**src/rtl/hs_buf_pkg.sv**
```systemverilog
package hs_buf_pkg;

   // Source-side exchange: waiting for a request, or holding the acknowledge.
   typedef enum logic {
      SRC_WAIT = 1'b0,
      SRC_HELD = 1'b1
   } src_state_e;

   // Sink-side exchange: idle, or offering a word to the consumer.
   typedef enum logic {
      SNK_IDLE  = 1'b0,
      SNK_OFFER = 1'b1
   } snk_state_e;

endpackage

```
**src/rtl/hs_accept_port.sv**
```systemverilog
module hs_accept_port
   import hs_buf_pkg::*;
(
   input  logic clk,
   input  logic rst,
   input  logic req_i,
   input  logic slot_full_i,
   output logic ack_o,
   output logic load_o
);

   src_state_e state_q;
   src_state_e state_d;

   // A store happens only from the wait state, into an empty slot.
   assign load_o = (state_q == SRC_WAIT) && req_i && !slot_full_i;

   always_comb begin
      state_d = state_q;
      unique case (state_q)
         SRC_WAIT: if (load_o) state_d = SRC_HELD;
         SRC_HELD: if (!req_i) state_d = SRC_WAIT;
         default:  state_d = SRC_WAIT;
      endcase
   end

   always_ff @(posedge clk) begin
      if (rst) state_q <= SRC_WAIT;
      else     state_q <= state_d;
   end

   assign ack_o = (state_q == SRC_HELD);

endmodule

```
**src/rtl/hs_offer_port.sv**
```systemverilog
module hs_offer_port
   import hs_buf_pkg::*;
(
   input  logic clk,
   input  logic rst,
   input  logic slot_full_i,
   input  logic ack_i,
   output logic req_o,
   output logic take_o
);

   snk_state_e state_q;
   snk_state_e state_d;

   // The word counts as delivered when the consumer acknowledges an open offer.
   assign take_o = (state_q == SNK_OFFER) && ack_i;

   always_comb begin
      state_d = state_q;
      unique case (state_q)
         // A new offer waits for the previous acknowledge to return low.
         SNK_IDLE:  if (slot_full_i && !ack_i) state_d = SNK_OFFER;
         SNK_OFFER: if (ack_i) state_d = SNK_IDLE;
         default:   state_d = SNK_IDLE;
      endcase
   end

   always_ff @(posedge clk) begin
      if (rst) state_q <= SNK_IDLE;
      else     state_q <= state_d;
   end

   assign req_o = (state_q == SNK_OFFER);

endmodule

```
**src/rtl/hs_word_slot.sv**
```systemverilog
module hs_word_slot #(
   parameter int unsigned DATA_W    = 32,
   parameter bit          ZERO_IDLE = 1'b1
) (
   input  logic              clk,
   input  logic              rst,
   input  logic              load_i,
   input  logic              take_i,
   input  logic              show_i,
   input  logic [DATA_W-1:0] data_i,
   output logic              full_o,
   output logic [DATA_W-1:0] data_o
);

   localparam logic [DATA_W-1:0] DATA_ZERO = '0;

   logic [DATA_W-1:0] word_q;
   logic              full_q;

   always_ff @(posedge clk) begin
      if (rst) begin
         word_q <= DATA_ZERO;
         full_q <= 1'b0;
      end else begin
         if (load_i) begin
            word_q <= data_i;
            full_q <= 1'b1;
         end else if (take_i) begin
            full_q <= 1'b0;
         end
      end
   end

   assign full_o = full_q;

   generate
      if (ZERO_IDLE) begin : g_zero_idle
         assign data_o = show_i ? word_q : DATA_ZERO;
      end else begin : g_always_show
         assign data_o = word_q;
      end
   endgenerate

endmodule

```
**src/rtl/hs_word_buffer.sv**
```systemverilog
module hs_word_buffer #(
   parameter int unsigned DATA_W    = 32,
   parameter bit          ZERO_IDLE = 1'b1
) (
   input  logic              clk,
   input  logic              rst,
   input  logic              src_req,
   input  logic [DATA_W-1:0] src_data,
   output logic              src_ack,
   output logic              dst_req,
   output logic [DATA_W-1:0] dst_data,
   input  logic              dst_ack
);

   generate
      if (DATA_W < 1) begin : g_bad_width
         $error("hs_word_buffer: DATA_W must be at least 1");
      end
   endgenerate

   logic slot_full;
   logic load;
   logic take;

   hs_accept_port u_accept (
      .clk         (clk),
      .rst         (rst),
      .req_i       (src_req),
      .slot_full_i (slot_full),
      .ack_o       (src_ack),
      .load_o      (load)
   );

   hs_offer_port u_offer (
      .clk         (clk),
      .rst         (rst),
      .slot_full_i (slot_full),
      .ack_i       (dst_ack),
      .req_o       (dst_req),
      .take_o      (take)
   );

   hs_word_slot #(
      .DATA_W    (DATA_W),
      .ZERO_IDLE (ZERO_IDLE)
   ) u_slot (
      .clk    (clk),
      .rst    (rst),
      .load_i (load),
      .take_i (take),
      .show_i (dst_req),
      .data_i (src_data),
      .full_o (slot_full),
      .data_o (dst_data)
   );

endmodule

```
**config.mk**
```make
export PLATFORM = sky130hd
export DESIGN_NAME = hs_word_buffer
export DESIGN_NICKNAME = d
export VERILOG_FILES = /design/src/rtl/hs_buf_pkg.sv /design/src/rtl/hs_accept_port.sv /design/src/rtl/hs_offer_port.sv /design/src/rtl/hs_word_slot.sv /design/src/rtl/hs_word_buffer.sv
export SDC_FILE = /design/constraint.sdc
export NUM_CORES = 1
export LEC_CHECK = 0
export BUFFER_PORTS_ARGS = -buffer_cell sky130_fd_sc_hd__buf_2
export CAP_MARGIN = 20
export CORE_ASPECT_RATIO = 2
export CORE_MARGIN = 3
export CORE_UTILIZATION = 46
export CTS_BUF_LIST = sky130_fd_sc_hd__clkbuf_4 sky130_fd_sc_hd__clkbuf_8 sky130_fd_sc_hd__clkbuf_16
export CTS_CLUSTER_SIZE = 10
export DETAILED_ROUTE_END_ITERATION = 8
export GPL_TIMING_DRIVEN = 0
export PLACE_DENSITY = 0.79
export SETUP_SLACK_MARGIN = 0.05
export SKIP_CTS_REPAIR_TIMING = 1
export SLEW_MARGIN = 20
export SYNTH_ARGS = -nofsm -noshare
export SYNTH_HDL_FRONTEND = slang
export SYNTH_HIERARCHICAL = 1
export SYNTH_SLANG_ARGS = --single-unit
export TNS_END_PERCENT = 10
```
**constraint.sdc**
```tcl
create_clock -name clk -period 3.25 [get_ports clk]
set_input_delay 0.4875 -clock clk [delete_from_list [all_inputs] [get_ports clk]]
set_output_delay 0.4875 -clock clk [all_outputs]
set_load 0.02 [all_outputs]
```
==> implementation parameters <==
Parameter                              Value

Run status
  Status ... complete, no violations

Timing
  Worst slew margin relative to its limit ... slightly below 70%
  Total Neg Setup Slack ... 0 ns
  Post-layout min period ... around 1.9 ns
  Setup skew after layout ... 0.00261 ns
  Setup-failing EPs final ... 0
  Final clock period utilization by the worst path ... about three fifths
  Tightest Pin Transition ... roughly 0.46 ns
  Highest clock rate ... slightly above 0.5 GHz
  Final hold viol count ... 0
  Setup repair after global routing missed its margin ... false
  Final number of max-transition violations ... 0

Setup path
  FF-to-FF Start ... u_slot/full_o
  R2r worst-path depth ... 5
  CP Data Required Time ... approximately 2.8 ns
  Maximum fanout along the worst path ... 10
  Endpoint kind of the worst setup timing path ... primary output
  Capturing point of the worst reg2reg path ... u_slot/word_q[14]
  Kind of launch point of the worst setup path ... register
  Worst Path Class, Setup ... reg -> out
  Register-to-register setup slack ... between 1.5 and 2 ns
  Crit path arrival time ... 1.44 ns

Final layout
  Growth of design area from synthesis to finish ... 33.3%
  Final-layout fill cell count ... ~260
  Net count reported at finish ... ~260
  Ant. Diodes ... 0
  Fraction of final layout cells sized beyond drive strength 1 ... 37.7%

Placement
  Final Wtd Congestion ... 0.769
  Number of port buffers ... between 60 and 70
  Dpl hpwl ... roughly 2400 um

Global routing
  Gr usage total ... between 15 and 20%
  First-pass GRT wire length ... 4910 um
  Via count of the first global-routing pass ... roughly 1200
  Overall overflow remaining after global route ... 0
  Number of antenna violations at the first check in global routing ... 0
  Largest net degree at the start of global routing ... 12

Synthesis
  Post-synthesis instance total ... approximately 150
  Average cell area after synthesis ... 9.96 um^2
  Post-synth cell types ... 16
  Number of nets in the synthesized netlist ... around 190
  Share of synthesized area occupied by flip-flops and latches ... approximately 47%
  Number of warning messages in the yosys log ... 6
  Synthesized area ... between 1500 and 2000 um^2
  Flop and latch count out of synthesis ... 35

Min path
  Number of instances on the worst hold path ... 2
  Worst hold path type ... in -> reg
  Source of the worst hold timing path ... dst_ack
  End of the worst hold path ... u_offer/req_o

Floorplanning
  Placeable core region ... ~3000 um^2
  Die Wd ... 46.4 um
  Floorplan row count ... 28
  Initial core utilization ... roughly half
  Die Height ... about 87 um
  # IOs ... 70
  Die footprint ... between 4000 and 5000 um^2

Job
  Max-capacitance violation count ... 0

Clock tree
  Post-CTS clock slew at the launch and capture registers of the worst setup and hold paths ... roughly 0.07 ns
  Clk sink count ... 35
  Clock root buffer ... sky130_fd_sc_hd__clkbuf_8
  H-Tree Depth ... 2
  Worst-Skew Late Latency ... roughly 0.28 ns
  Inserted Clock Buffers ... 5
  Maximum root-to-sink buffer count ... 2
  CTS tree ... done

Routing
  Average routed wire per standard cell ... 11.9 um
  Violation count after the first detailed-routing iteration ... 7
  Final antenna-violating net count ... 0
  Detailed-routing iteration count for the pre-antenna-repair pass ... 4
  Vias ... approximately 1200
  DRC violations left ... 0
  Final WL ... 3080 um
  Via-per-instance ratio ... ~4.7

Power and ir drop
  Power per unit of standard cell area ... 502 nW/um^2
  Design Power ... just over 1 mW
  Maximum ir drop on the vdd rail ... ~380 uV
  Static leakage power ... just over 1 nW
[worst max path at each step]
stage	start	cells past startpoint	to	slack [ns]
2_1_floorplan	u_offer/req_o	2	dst_data[0]	1.78
3_3_place_gp	u_offer/req_o	3	dst_data[10]	1.62
3_5_place_dp	u_offer/req_o	3	dst_data[10]	1.62
4_1_cts	u_offer/req_o	3	dst_data[10]	1.29
5_1_grt	u_offer/req_o	3	dst_data[12]	1.18
6_report	u_offer/req_o	3	dst_data[10]	1.32
[cell usage in the layout, fill, tap and decap left out, types with 3 or more instances in the layout]
master and count:
sky130_fd_sc_hd__mux2i_1 32, sky130_fd_sc_hd__nor2_1 33, sky130_fd_sc_hd__buf_12 3, sky130_fd_sc_hd__clkbuf_1 5, sky130_fd_sc_hd__clkbuf_8 6, sky130_fd_sc_hd__buf_2 71
sky130_fd_sc_hd__and2_1 32, sky130_fd_sc_hd__dfxtp_1 35
[logic make-up (layout without fill, tap and decap cells)]
kind of cell           Yosys count  count (layout)  synth area share (%)
AND/OR/NAND/NOR                 71              71                  24.9
flip-flops                      35              35                  46.6
multiplexers                    32              32                  21.3
buffers and inverters           12              89                  6.91
AO/OA/AOI/OAI                    1               1                 0.332
[cell usage after synthesis (all sizes together)]
library cell	instances	area share (%)
dfxtp	35	47
and2	33	14
nor2	33	8.2
mux2i	32	21
buf	6	5.4
clkbuf	5	1.2
nor3b	2	1.3
a21oi	1	0.33
inv	1	0.25
nand2b	1	0.42
nor2b	1	0.42
nor3	1	0.67
[flip-flops by register name, indices dropped and copies added, names as in the netlist]
name	cells
u_accept/ack_o	1
u_offer/req_o	1
u_slot/full_o	1
u_slot/word_q	32
[metrics by stage]
stage	cells	setup slack [ns]	util [%]	hold slack, ns	area [um^2]
6_report	258	1.32	65.8	0.387	2000
5_1_grt	258	1.18	65.8	0.389	2000
4_1_cts	258	1.29	65.8	0.377	2000
3_5_place_dp	250	1.62	61.9	0.472	1890
3_3_place_gp	250	1.62	61.9	0.463	1890
2_1_floorplan	151	1.78	-	0.452	1500
[report_power, final]
part	switching, mW	internal, mW	total [mW]
combinational	0.0640	0.0734	0.137
sequential	0.0140	0.459	0.473
clock	0.149	0.248	0.397
[worst max-delay path, stage by stage (launching register included)]
cell,delay (ns)
sky130_fd_sc_hd__dfxtp_1,0.47
sky130_fd_sc_hd__clkbuf_1,0.33
sky130_fd_sc_hd__and2_1,0.19
sky130_fd_sc_hd__buf_2,0.16
[cell type report]
| cell class | instances | area (um^2) | area share, % |
|---|---|---|---|
| sequential | 35 | 701 | 35.0 |
| clock buffer | 6 | 82.6 | 4.12 |
| tap | 30 | 37.5 | 1.87 |
| inverter | 1 | 3.75 | 0.187 |
| clock inverter | 2 | 35.0 | 1.75 |
| buffer | 11 | 100 | 4.99 |
| multi-input combinational | 104 | 699 | 34.9 |
| timing repair buffer | 69 | 345 | 17.2 |
[layer usage]
metal / up-vias / global-route usage (%) / part of all wire [%]
li1: 633 / - / -
met1: 530 / 17.1 / 37
met2: 55 / 29.6 / 53
met3: 5 / 4.97 / 8.3
met4: 0 / 9.07 / 2.1
met5: - / 0 / 0
Power figures use the tool's default switching activity.
